$ cat src/rtl/ring_addr_gen.sv
module ring_addr_gen #(
  parameter int STEPS  = 128,
  parameter int WORD_W = 16,
  parameter int BYTE_W = 24,
  parameter int OFS_W  = 12,
  parameter int TMP_W  = 7,
  parameter int SLOTS  = 4
) (
  input  logic                      clk,
  input  logic                      rst_n,
  input  logic                      step_valid,
  input  logic [$clog2(STEPS)-1:0]  step_idx,
  input  logic                      rd_req,
  input  logic                      wr_req,
  input  logic                      tbl_mode,
  input  logic                      ofs_en,
  input  logic                      inc_en,
  input  logic [WORD_W-1:0]         base_word,
  input  logic [OFS_W-1:0]          ofs_word,
  input  logic [WORD_W-1:0]         ring_mask,
  input  logic [BYTE_W-1:0]         ring_ptr,
  input  logic [TMP_W-1:0]          tmp_field,
  output logic [TMP_W-1:0]          tmp_idx,
  output logic [$clog2(SLOTS)-1:0]  in_slot,
  output logic                      mem_req,
  output logic                      mem_we,
  output logic [WORD_W-1:0]         mem_word,
  output logic [BYTE_W-1:0]         mem_byte,
  output logic [$clog2(SLOTS)-1:0]  mem_slot
);
  localparam int STEP_W = $clog2(STEPS);
  localparam int SLOT_W = $clog2(SLOTS);
  localparam int CT_W   = WORD_W + 1;
  localparam int SUM_W  = WORD_W + 3;

  logic [CT_W-1:0] ct;

  wire frame_end = step_valid && (step_idx == STEP_W'(STEPS - 1));
  wire [CT_W-1:0] ct_dec = ct - CT_W'(1);
  wire [CT_W-1:0] ct_reload = CT_W'(ring_mask) + CT_W'(1);

  always_ff @(posedge clk) begin
    if (!rst_n)
      ct <= CT_W'(1);
    else if (frame_end)
      ct <= (ct_dec == '0) ? ct_reload : ct_dec;
  end

  wire access = step_valid && step_idx[0] && (rd_req || wr_req);

  wire [SUM_W-1:0] sum = SUM_W'(base_word)
                       + (ofs_en ? SUM_W'(ofs_word) : SUM_W'(0))
                       + SUM_W'(inc_en)
                       + (tbl_mode ? SUM_W'(0) : SUM_W'(ct));

  wire [WORD_W-1:0] word = tbl_mode ? sum[WORD_W-1:0]
                                    : (sum[WORD_W-1:0] & ring_mask);
  wire [BYTE_W-1:0] byte_addr = BYTE_W'({word, 1'b0}) + ring_ptr;

  always_ff @(posedge clk) begin
    if (!rst_n) begin
      mem_req  <= 1'b0;
      mem_we   <= 1'b0;
      mem_word <= '0;
      mem_byte <= '0;
      mem_slot <= '0;
    end else begin
      mem_req <= access;
      if (access) begin
        mem_we   <= wr_req;
        mem_word <= word;
        mem_byte <= byte_addr;
        mem_slot <= step_idx[SLOT_W-1:0] + SLOT_W'(2);
      end
    end
  end

  assign tmp_idx = tmp_field + ct[TMP_W-1:0];
  assign in_slot = step_idx[SLOT_W-1:0];

  AST_REQ_ODD_STEP: assert property (@(posedge clk) disable iff (!rst_n)
    mem_req |-> $past(step_valid && step_idx[0]));

  AST_RING_WRAP: assert property (@(posedge clk) disable iff (!rst_n)
    (mem_req && !$past(tbl_mode)) |-> ((mem_word & ~$past(ring_mask)) == '0));

  AST_BYTE_LSB: assert property (@(posedge clk) disable iff (!rst_n)
    mem_req |-> (mem_byte[0] == $past(ring_ptr[0])));

  AST_CT_HOLD: assert property (@(posedge clk) disable iff (!rst_n)
    !frame_end |=> $stable(ct));

  AST_CT_RELOAD: assert property (@(posedge clk) disable iff (!rst_n)
    (frame_end && ct == CT_W'(1)) |=> (ct == CT_W'($past(ring_mask)) + CT_W'(1)));

  AST_CT_NONZERO: assert property (@(posedge clk) disable iff (!rst_n)
    ct != '0);
endmodule

$ cat config.mk
export PLATFORM = sky130hd
export DESIGN_NAME = ring_addr_gen
export DESIGN_NICKNAME = d
export VERILOG_FILES = /design/src/rtl/ring_addr_gen.sv
export SDC_FILE = /design/constraint.sdc
export NUM_CORES = 1
export LEC_CHECK = 0
export BUFFER_PORTS_ARGS = -buffer_cell sky130_fd_sc_hd__buf_2
export CELL_PAD_IN_SITES_DETAIL_PLACEMENT = 0
export CELL_PAD_IN_SITES_GLOBAL_PLACEMENT = 1
export CORE_ASPECT_RATIO = 1.75
export CORE_MARGIN = 2
export CORE_UTILIZATION = 40
export CTS_BUF_LIST = sky130_fd_sc_hd__clkbuf_4
export CTS_CLUSTER_SIZE = 16
export DETAILED_ROUTE_END_ITERATION = 10
export PLACE_DENSITY = 0.82
export SLEW_MARGIN = 10
export SYNTH_ARGS = -nofsm -noshare
export SYNTH_HDL_FRONTEND = slang
export SYNTH_SLANG_ARGS = --single-unit
$ cat constraint.sdc
create_clock -name clk -period 6.4 [get_ports clk]
set_clock_uncertainty 0.2 [all_clocks]
set_input_delay 0 -clock clk [delete_from_list [all_inputs] [get_ports clk]]
set_output_delay 0 -clock clk [all_outputs]
set_load 0.05 [all_outputs]
# [Word level (Yosys, flattened, before mapping)]
# Index checks and enable logic that the tools add are counted.
[totals] regBits=61 input_bits=90 output_inout_bits=53
[classes] add_sub_neg=8 eq_ne=1 mux=4 bitwise=1 reduce_logical=5
[ops] op="$mux W16" count=2
[ops] op="$add A17 B24 Y24" count=1
[ops] op="$add A16 B1 Y17 const B" count=1
[ops] op="$logic_not A17 Y1" count=1
[ops] op="$mux W17" count=1
[ops] op="$sub A17 B1 Y17 const B" count=1
[ops] op="$add A16 B1 Y16" count=1
[ops] op="$add A16 B12 Y16" count=1
[ops] op="$add A16 B16 Y16" count=1
[ops] op="$and A16 B16 Y16" count=1
[ops] op="$mux W12" count=1
[ops] op="$add A7 B7 Y7" count=1
[ops] op="$eq A7 B7 Y1 const B" count=1
[ops] op="$logic_and A1 B1 Y1" count=3
[ops] op="$add A2 B2 Y2 const B" count=1
[ops] op="$logic_or A1 B1 Y1" count=1

# [Depth between registers and ports, before layout]
# Gate-level depths: netlist (run 1).
[logic_depth] ltp_word=7 mapped_depth=23 ltp_nobuf=20

# [Worst setup path after synthesis (run 1)]
# OpenSTA, ideal clock, no wires.
[synth_timing] path_type="input to register" from="input tbl_mode" to="register mem_byte[22]" setup_ps=70 arrival_ps=4797 required_ps=6130 slack_ps=1333 path_stages=23 path_cell_list="clkbuf_1 -> clkbuf_1 -> clkbuf_1 -> or2b_1 -> fa_1 -> inv_1 -> ha_1 -> fa_1 -> a21o_1 -> a21oi_1 -> o21a_1 -> o31ai_1 -> a21oi_1 -> xor2_1 -> nor2_1 -> ha_1 -> nor2_1 -> a21o_1 -> o31a_1 -> a311oi_1 -> o21ai_0 -> xor2_1 -> a21oi_1"
[synth_via] elab_chain_len=5
[synth_rtl] element="from (decl)" line="15" rtl="input logic tbl_mode,"
[synth_rtl] element="$mux W16" line="54" rtl="+ (tbl_mode ? SUM_W'(0) : SUM_W'(ct));"
[synth_rtl] element="$add A16 B16 Y16" line="54"
[synth_rtl] element="$and A16 B16 Y16" line="57" rtl=": (sum[WORD_W-1:0] & ring_mask);"
[synth_rtl] element="$mux W16 *" line="56" rtl="wire [WORD_W-1:0] word = tbl_mode ? sum[WORD_W-1:0]"
[synth_rtl] element="net word[10]" line="56"
[synth_rtl] element="$add A17 B24 Y24 *" line="58" rtl="wire [BYTE_W-1:0] byte_addr = BYTE_W'({word, 1'b0}) + ring_ptr;"
[synth_rtl] element="to (signal assigned)" line="72" rtl="mem_byte <= byte_addr;"
[synth_rtl] element="to (decl)" line="28" rtl="output logic [BYTE_W-1:0] mem_byte,"
# Mark *: on every way through the listed nets, which the timed path passes. The rest lies on a longest branch.
# A chain may end at the register's enable or synchronous reset.

# [Final worst setup path (run 1)]
[layout_timing] from="register ct[0]" to="register mem_byte[23]"
[layout_via] elab_chain_len=5
[layout_rtl] element="from (decl)" line="36" rtl="logic [CT_W-1:0] ct;"
[layout_rtl] element="from (signal assigned)" line="46" rtl="ct <= (ct_dec == '0) ? ct_reload : ct_dec;"
[layout_rtl] element="$mux W16 *" line="54"
[layout_rtl] element="$add A16 B16 Y16 *" line="54"
[layout_rtl] element="$and A16 B16 Y16" line="57"
[layout_rtl] element="$mux W16 *" line="56"
[layout_rtl] element="net word[10]" line="56"
[layout_rtl] element="$add A17 B24 Y24 *" line="58"
# Marked as above.

==> results.json, run 1 <==
{
  "routed_wl_um": 17200,
  "core_area_mm2": 0.0138,
  "async_reset_ff_frac": 0,
  "yosysTopAreaCellShare": 0.219,
  "clk_latency_ns": 0.45,
  "p_per_area_mw_per_mm2": 190,
  "ctsRootBufferMaster": "clkbuf_4",
  "grt_use_total": 0.234,
  "ant_nets": 0,
  "syn-mean-instance-area_um2": 7.92,
  "path_depth": 20,
  "yosys_warnings": 0,
  "syn_to_final_growth_pct": 27.2,
  "worstSetupEndpointType": "flop",
  "port_buffers": 142,
  "fin_crit_sh": 0.934,
  "yosysMostFrequentCell": "nand2_1",
  "status": "completed",
  "clkTransAtPathRegs_ns": 0.12,
  "wl_per_cell_um": 16.2,
  "hold_viol_final": 0,
  "die_w_um": 93.2,
  "cts_buffers": 9,
  "synth_top_cell_by_area": "dfxtp_1",
  "cp_max_fo": 9,
  "setup_violations": 0,
  "clockBufferDepth": 2,
  "syn-cell-area_mm2": 0.00557,
  "worst_r2r_path_depth": 20,
  "r2r_slack_ns": 0.42,
  "route.detailed.drc": 0,
  "fin_tns_setup_ns": 0,
  "netlist_top_cells_count": "67 x nand2_1, 61 x dfxtp_1, 54 x nor2_1, 43 x ha_1, 42 x o21ai_0",
  "power_leakage_nw": 3.18,
  "register_area_mm2": 0.00122,
  "synth_area_leaders": "dfxtp_1 22%, ha_1 9.7%, fa_1 5.4%",
  "globalplace.congestion": 0.906,
  "cts_setup_buffers": 0,
  "worstReg2RegEnd": "mem_byte[23]",
  "slew_headroom": 0.507,
  "grt_max_degree": 78,
  "slowest_delay_ns": 0.68,
  "fin_util": 0.514,
  "start_util": 0.404,
  "synth_edf_count": 0,
  "crit_required_ns": 6.57,
  "dp_hpwl_um": 13100,
  "drt_iter0_markers": 200,
  "timing.fmax_mhz": 167,
  "drive_gt1_frac": 0.214,
  "critical_path_buf_inv_count": 2,
  "hold_class": "primary input to flop",
  "synth_cells": 703,
  "slew_violations": 0,
  "htreeDepth": 3,
  "vias": 5855,
  "multi_input_area_mm2": 0.00409,
  "worst_r2r_startpoint": "ct[0]",
  "grt_overflow": 0,
  "rsz0062_at_grt": "no",
  "cts_tree": "built",
  "crit_path_start_kind": "flop",
  "viasPerCell": 5.52,
  "min_period_ns": 5.98,
  "worstSetupPathType": "flop to flop",
  "yosysSeqAreaShare": 0.219,
  "fin_nets": 1025,
  "worstMarginPinSlew_ns": 0.730,
  "grt_pass1_wl_um": 28000,
  "cpMaxStageDelayCell": "o41ai_1",
  "vdd_ir_drop_max_uv": 128,
  "synth_cell_types": 68,
  "path_cells": "or2b_1, fa_1, inv_1, ha_1, fa_1, a21o_1, a21oi_1, o21a_1, o31ai_1, a21oi_1, xor2_1, nor2_1, ha_1, and4_1, and3_1, o41ai_1, a21o_1, o21ai_0, dlygate4sd3_1, a31oi_1",
  "cap_violations": 0,
  "dieArea_mm2": 0.0149,
  "synth-seq-cells": 61,
  "synth_flop_cell": "dfxtp_1",
  "crit_path_end": "mem_byte[23]",
  "worstPathArrival_ns": 6.15,
  "row_count": 57,
  "antenna_found_initial": 1,
  "cpLargestDelayFamily": "compound AO/OA/AOI/OAI gates",
  "ios": 143,
  "critPathLaunch": "ct[0]",
  "die_h_um": 160,
  "drt-pass1-iter-count": 5,
  "cts_sinks": 61,
  "syn_nets": 851,
  "grt_pass1_vias": 5999,
  "fillCellCount": 1387
}
## layer usage
metal,vias to the layer above,track usage,wire length [um]
met5,-,0,0
met3,46,0.0325,589
met4,0,0.116,766
met2,158,0.442,9190
met1,2757,0.246,6610
li1,2894,-,-
## sequential cells by signal, summed over array words and instances (netlist names)
register,count
ct,17
mem_byte,24
mem_req,1
mem_slot,2
mem_we,1
mem_word,16
## power breakdown
group	internal (mW)	total (mW)	switching, mW	leakage (nW)
Clock	0.163	0.332	0.169	0.0868
Sequential	0.401	0.415	0.0133	0.496
Combinational	0.233	0.597	0.364	2.60
## worst min-delay path, stage by stage
cell,delay (ns)
buf_2,0.09
ha_1,0.21
xnor2_1,0.10
o21ai_0,0.12
and2_1,0.11
## cell families after synthesis
logic type	after synthesis	share of synthesized area
muxes	2	0.00360
DFF	61	0.219
AOI/OAI and AO/OA	208	0.257
adders and majority gates	58	0.151
xor gates and xnor gates	51	0.0803
and+or+nand+nor	259	0.243
buffers and inverters	64	0.0465
## layout make-up
class,instances,area share
multi-input combinational,578,0.578
sequential,61,0.172
clock buffer,10,0.0106
inverter,27,0.0143
tap,177,0.0313
timing repair buffer,200,0.181
clock inverter,6,0.0122
antenna,1,0.000353
## what timing repair did
action,in CTS,in global routing
hold buffers,53,0
hold endpoints to repair,55,0
gates resized for setup,0,1
endpoints found under the setup margin,0,2
## worst min path at each step
| stage | startpoint | endpoint | slack, ns | depth (start not counted) |
|---|---|---|---|---|
| after floorplan | ring_ptr[0] | mem_byte[0] | -0.06 | 2 |
| after global placement | ring_ptr[0] | mem_byte[0] | 0.05 | 3 |
| after detailed placement | ring_ptr[0] | mem_byte[0] | 0.08 | 3 |
| after CTS | ring_ptr[7] | mem_byte[7] | 0.006 | 5 |
| after global routing | rst_n | mem_slot[1] | 0.06 | 3 |
| final | ring_ptr[7] | mem_byte[7] | 0.04 | 5 |
## placed cells by master (no fill, tap or decap), drive strengths merged, types with 6 or more instances in the layout
master | synthesis | layout
a211oi | 15 | 15
and3 | 6 | 6
nor4 | 7 | 7
o21ai | 43 | 43
xor2 | 23 | 23
buf | 6 | 147
dfxtp | 61 | 61
ha | 43 | 43
o21bai | 8 | 8
o31ai | 8 | 8
nand3 | 26 | 26
dlygate4sd3 | 0 | 53
nor3 | 15 | 15
fa | 15 | 15
nand4 | 9 | 9
inv | 27 | 28
a21oi | 38 | 38
o211ai | 19 | 19
clkbuf | 31 | 10
and2 | 22 | 22
a21boi | 12 | 12
xnor2 | 28 | 28
nor2 | 54 | 54
nand2 | 67 | 67
nor2b | 13 | 13
o21a | 16 | 16
a21o | 15 | 15
## metrics by stage
stage | cell area [um^2] | hold slack, ns | worst slack (ns) | cells | power [mW]
finish | 7080 | 0.0418 | 0.423 | 1060 | 1.34
global route | 7080 | 0.0579 | 0.0801 | 1060 | 1.43
CTS | 7070 | 0.00614 | 0.294 | 1059 | 1.35
detailed placement | 6380 | 0.0769 | 0.894 | 990 | 0.988
global placement | 6380 | 0.0548 | 1.02 | 990 | 0.980
floorplan | 5570 | -0.0551 | 1.33 | 703 | 0.845
Power figures use the tool's default switching activity.
==> inputs of run 2 (changes only) <==
--- a/config.mk
+++ b/config.mk
@@ -5,16 +5,17 @@
 export SDC_FILE = /design/constraint.sdc
 export NUM_CORES = 1
 export LEC_CHECK = 0
+export ABC_AREA = 1
 export BUFFER_PORTS_ARGS = -buffer_cell sky130_fd_sc_hd__buf_2
 export CELL_PAD_IN_SITES_DETAIL_PLACEMENT = 0
 export CELL_PAD_IN_SITES_GLOBAL_PLACEMENT = 1
 export CORE_ASPECT_RATIO = 1.75
 export CORE_MARGIN = 2
-export CORE_UTILIZATION = 40
+export CORE_UTILIZATION = 39
 export CTS_BUF_LIST = sky130_fd_sc_hd__clkbuf_4
 export CTS_CLUSTER_SIZE = 16
 export DETAILED_ROUTE_END_ITERATION = 10
-export PLACE_DENSITY = 0.82
+export PLACE_DENSITY = 0.83
 export SLEW_MARGIN = 10
 export SYNTH_ARGS = -nofsm -noshare
 export SYNTH_HDL_FRONTEND = slang
==> results.json, run 2 <==
{
  "crit_required_ns": 6.52,
  "dp_hpwl_um": 16900,
  "cts_tree": "built",
  "final_cell_mix": "190 x nand2_1, 142 x buf_2, 128 x inv_1, 126 x nor2_1, 68 x a21oi_1",
  "crit_path_start_kind": "flop",
  "htreeDepth": 3,
  "clkTransAtPathRegs_ns": 0.12,
  "critical_path_buf_inv_count": 6,
  "syn_to_final_growth_pct": 27.8,
  "drt_iter0_markers": 251,
  "port_buffers": 142,
  "grt_pass1_vias": 6683,
  "min_period_ns": 5.47,
  "die_w_um": 96.4,
  "power_leakage_nw": 4.00,
  "drt-pass1-iter-count": 5,
  "p_per_area_mw_per_mm2": 173,
  "worstMarginPinSlew_ns": 1.10,
  "grt_max_degree": 65,
  "hold_class": "primary input to flop",
  "dieArea_mm2": 0.0160,
  "fin_util": 0.504,
  "wl_per_cell_um": 16.2,
  "slew_violations": 0,
  "timing.fmax_mhz": 183,
  "row_count": 59,
  "cp_max_fo": 6,
  "syn-cell-area_mm2": 0.00582,
  "synth_top_cell_by_area": "dfxtp_1",
  "cpMaxStageDelayCell": "dlygate4sd3_1",
  "cts_buffers": 9,
  "grt_pass1_wl_um": 32800,
  "syn-mean-instance-area_um2": 6.39,
  "cts_sinks": 61,
  "fin_tns_setup_ns": 0,
  "core_area_mm2": 0.0148,
  "async_reset_ff_frac": 0,
  "cap_violations": 0,
  "syn_nets": 1060,
  "status": "completed",
  "ios": 143,
  "rsz0062_at_grt": "no",
  "yosysMostFrequentCell": "nand2_1",
  "netlist_top_cells_count": "190 x nand2_1, 128 x inv_1, 126 x nor2_1, 68 x a21oi_1, 64 x nand3_1",
  "worstSetupEndpointType": "flop",
  "synth_area_leaders": "dfxtp_1 21%, nand2_1 12%, ha_1 9.2%",
  "fin_nets": 1255,
  "globalplace.congestion": 0.927,
  "yosysTopAreaCellShare": 0.210,
  "clk_latency_ns": 0.43,
  "hold_viol_final": 0,
  "hold_slack_ns": 0.0285,
  "layout_commonest_cell": "nand2_1",
  "cpLargestDelayFamily": "compound AO/OA/AOI/OAI gates",
  "yosys_warnings": 0,
  "dp_slack_ns": 1.59,
  "worst_slack_ns": 0.934,
  "slowest_delay_ns": 0.61,
  "antenna_found_initial": 1,
  "top_register": "mem_byte",
  "routed_wl_um": 21000,
  "largest_registers": "mem_byte (24), ct (17), mem_word (16)",
  "worstPathArrival_ns": 5.58,
  "setup_violations": 0,
  "viasPerCell": 5.06,
  "finalPower_mw": 1.29,
  "worstSetupPathType": "flop to flop",
  "grt_overflow": 0,
  "die_h_um": 166,
  "synth_edf_count": 0,
  "ant_nets": 0,
  "vias": 6558,
  "route.detailed.drc": 0,
  "grt_use_total": 0.269,
  "crit_top_cell": "nand2_1",
  "synth_cell_types": 43,
  "start_util": 0.394,
  "largest_register_ffs": 24,
  "synth_cells": 912,
  "fin_crit_sh": 0.854,
  "drive_gt1_frac": 0.175,
  "fillCellCount": 1592,
  "synth_flop_cell": "dfxtp_1",
  "vdd_ir_drop_max_uv": 148,
  "slew_headroom": 0.266,
  "yosysSeqAreaShare": 0.210,
  "clockBufferDepth": 2,
  "cts_setup_buffers": 0,
  "ctsRootBufferMaster": "clkbuf_4",
  "synth-seq-cells": 61
}
-- run 2: metrics by stage --
stage / cell area [um^2] / instances
2_1_floorplan: 5820 / 912
3_3_place_gp: 6680 / 1217
3_5_place_dp: 6680 / 1217
4_1_cts: 7440 / 1295
5_1_grt: 7450 / 1296
6_report: 7450 / 1296
-- run 2: cells by family (layout without fill, tap and decap cells) --
kind of cell,after synthesis,in the layout,synth area share
other,0,1,0
XOR/XNOR,36,36,0.0541
buffers and inverters,156,356,0.104
AND/OR/NAND/NOR,438,438,0.334
AO/OA/AOI/OAI,163,163,0.155
flip-flops,61,61,0.210
adder cells (fa/ha/maj),58,58,0.144
-- run 2: where the power goes --
group | total (mW) | internal [mW] | switching, mW | leakage (nW)
Combinational | 0.586 | 0.195 | 0.391 | 3.42
Sequential | 0.410 | 0.400 | 0.0109 | 0.499
Clock | 0.292 | 0.120 | 0.171 | 0.0763
Total | 1.29 | 0.715 | 0.573 | 4.00
-- run 2: worst register-to-register path, cell delays in order, from the launching register on --
cell and delay (ns):
dfxtp_1 0.52, inv_1 0.17, nor2_1 0.16, fa_1 0.45, ha_1 0.34, inv_1 0.04
o21ai_0 0.27, inv_1 0.06, o21ai_0 0.36, nand2_1 0.17, nand2_1 0.11, nand3_1 0.07
nand3_1 0.14, inv_1 0.07, ha_1 0.35, a21oi_1 0.30, o21ai_0 0.18, nand2_1 0.09
nand3_1 0.10, a21o_1 0.21, nand2_1 0.06, nand2_1 0.09, nand3_1 0.08, nand3_1 0.08
dlygate4sd3_1 0.61, nand2_1 0.06, inv_1 0.04
-- run 2: what timing repair did --
item                      4_1_cts  5_1_grt
hold endpoints to repair       56        0
hold buffers                   62        0
resized for setup               0        0
-- run 2: final timing paths --
check                                  start  slack (ns)      endpoint  cells past startpoint
worst min-delay path            ring_ptr[10]        0.03  mem_byte[10]                      6
worst max register to register         ct[2]        0.93  mem_byte[23]                     26
worst max-delay path                   ct[2]        0.93  mem_byte[23]                     26
worst min register to register   mem_slot[0]        0.29   mem_slot[0]                      2
-- run 2: cell type report --
type	count	area, um^2	area share
well taps	183	229	0.0308
clock buffers	9	67.6	0.00907
multi-input cells	695	4000	0.537
inverters	133	499	0.0670
repair buffers	207	1350	0.182
flip-flops and latches	61	1220	0.164
diodes	1	2.50	0.000336
clock inverters	7	73.8	0.00991
-- run 2: layer usage --
layer,vias to the layer above,global-route usage,share of wire
met1,2963,0.261,0.34
met5,-,0,0
met3,66,0.0364,0.044
met4,0,0.184,0.078
met2,183,0.499,0.54
li1,3346,-,-
==> inputs of run 3 (changes only) <==
--- a/config.mk
+++ b/config.mk
@@ -9,7 +9,6 @@
 export BUFFER_PORTS_ARGS = -buffer_cell sky130_fd_sc_hd__buf_2
 export CELL_PAD_IN_SITES_DETAIL_PLACEMENT = 0
 export CELL_PAD_IN_SITES_GLOBAL_PLACEMENT = 1
-export CORE_ASPECT_RATIO = 1.75
 export CORE_MARGIN = 2
 export CORE_UTILIZATION = 39
 export CTS_BUF_LIST = sky130_fd_sc_hd__clkbuf_4
==> results.json, run 3 (synthesized netlist as in run 2, its figures left out) <==
{
  "status": "completed",
  "grt_pass1_wl_um": 30700,
  "slew_violations": 0,
  "syn_to_final_growth_pct": 30.2,
  "htreeDepth": 3,
  "dp_hpwl_um": 14700,
  "grt_pass1_vias": 6126,
  "grt_max_degree": 48,
  "worst_r2r_path_depth": 26,
  "crit_required_ns": 6.55,
  "cts_buffers": 9,
  "cts_setup_buffers": 0,
  "worstSetupEndpointType": "flop",
  "wl_per_cell_um": 14.2,
  "fin_util": 0.520,
  "die_w_um": 126,
  "grt_overflow": 0,
  "ctsRootBufferMaster": "clkbuf_4",
  "grt_use_total": 0.240,
  "cts_sinks": 61,
  "min_period_ns": 5.74,
  "dieArea_mm2": 0.0159,
  "slew_headroom": 0.577,
  "largest_register_ffs": 24,
  "worstPathArrival_ns": 5.90,
  "route.detailed.drc": 0,
  "antenna_found_initial": 1,
  "hold_viol_final": 0,
  "cts_resized": 0,
  "hold_class": "primary input to flop",
  "instances_no_fill": 1309,
  "cts_tree": "built",
  "fin_tns_setup_ns": 0,
  "cp_max_fo": 6,
  "fin_crit_sh": 0.897,
  "top_register": "mem_byte",
  "combPwrFrac": 0.434,
  "internal-power_mw": 0.762,
  "rsz0062_at_grt": "no",
  "clockPowerShare": 0.250,
  "vdd_ir_drop_max_uv": 142,
  "clk_latency_ns": 0.44,
  "drive_gt1_frac": 0.173,
  "largest_registers": "mem_byte (24), ct (17), mem_word (16)",
  "netSwitchingFraction": 0.411,
  "dp_cells": 1219,
  "p_per_area_mw_per_mm2": 171,
  "cap_violations": 0,
  "pwr-share-seq": 0.317,
  "layout_commonest_cell": "nand2_1",
  "drt-pass1-iter-count": 4,
  "row_count": 44,
  "setup_violations": 0,
  "power_leakage_nw": 4.06,
  "min_delay_path_depth": 3,
  "worstSetupPathType": "flop to flop",
  "vias": 6472,
  "clkTransAtPathRegs_ns": 0.12,
  "drt_iter0_markers": 321,
  "switching_power_mw": 0.532,
  "worstMarginPinSlew_ns": 0.629,
  "globalplace.congestion": 0.889,
  "core_area_mm2": 0.0146,
  "ant_nets": 0,
  "viasPerCell": 4.94,
  "routed_wl_um": 18600,
  "timing.fmax_mhz": 174,
  "ios": 143,
  "final_cell_mix": "190 x nand2_1, 142 x buf_2, 128 x inv_1, 126 x nor2_1, 73 x dlygate4sd3_1",
  "clockBufferDepth": 2,
  "port_buffers": 142,
  "start_util": 0.399,
  "crit_path_start_kind": "flop",
  "fin_nets": 1267,
  "die_h_um": 126
}
[run 3: cell count changes in the layout (fill, tap and decap cells not counted), sizes merged]
| cell | delta |
|---|---|
| dlygate4sd3 | +11 |
| clkbuf | +2 |
| clkinv | -2 |
| buf | +1 |
| bufinv | +1 |
| inv | -1 |
[run 3: worst max-delay path, stage by stage, from the launching register on]
cell           delay [ns]
dfxtp_1              0.50
inv_1                0.14
nor2_1               0.15
fa_1                 0.43
ha_1                 0.35
inv_1                0.05
o21ai_0              0.25
inv_1                0.07
o21ai_0              0.38
nand2_1              0.16
nand2_1              0.14
nand2_1              0.08
nand2_1              0.06
nand2_1              0.05
nand3_1              0.10
inv_1                0.05
ha_1                 0.39
nand2_1              0.13
o21bai_1             0.23
a21oi_1              0.09
nand2_1              0.11
nand2_1              0.07
xor2_1               0.13
dlygate4sd3_1        0.55
o21ai_0              0.16
dlygate4sd3_1        0.58
inv_1                0.04
[run 3: power by group through the flow]
stage / clock [mW] / combinational (mW) / sequential (mW)
6_report: 0.323 / 0.561 / 0.410
5_1_grt: 0.343 / 0.625 / 0.413
3_5_place_dp: 0 / 0.527 / 0.419
3_3_place_gp: 0 / 0.528 / 0.419
4_1_cts: 0.330 / 0.561 / 0.410
2_1_floorplan: 0 / 0.313 / 0.485
[run 3: path summary, 6_finish.rpt]
kind | from | end | slack (ns)
setup reg to reg | ct[2] | mem_byte[21] | 0.66
hold reg to reg | mem_slot[0] | mem_slot[0] | 0.28
hold / removal | tbl_mode | mem_word[8] | 0.03
setup / recovery | ct[2] | mem_byte[21] | 0.66
[run 3: repair_timing]
action / 4_1_cts / 5_1_grt
hold buffers: 73 / 0
endpoints found under the hold margin: 60 / 0
endpoints found under the setup margin: 0 / 0
[run 3: area by class of cell]
type	instances	area, um^2
antenna	1	2.50
clock buffer	11	82.6
clock inverter	5	75.1
fill	1557	7010
inverter	133	499
multi-input combinational	695	4000
sequential	61	1220
tap	184	230
timing repair buffer	219	1470
[run 3: metrics by stage]
stage / area, um^2 / setup WS [ns] / total power [mW] / hold WS [ns]
6_report: 7580 / 0.657 / 1.29 / 0.0259
3_5_place_dp: 6690 / 1.65 / 0.946 / 0.0398
3_3_place_gp: 6690 / 1.74 / 0.947 / 0.0302
4_1_cts: 7580 / 0.710 / 1.30 / 0.00337
2_1_floorplan: 5820 / 2.08 / 0.798 / -0.110
5_1_grt: 7580 / 0.153 / 1.38 / 0.0435
[run 3: layer usage]
layer / global-route usage / up-vias / routed length (um)
met5: 0 / - / 0
met4: 0.0627 / 0 / 280
met3: 0.0425 / 20 / 842
met2: 0.402 / 151 / 8830
met1: 0.319 / 2931 / 8690
li1: - / 3370 / -
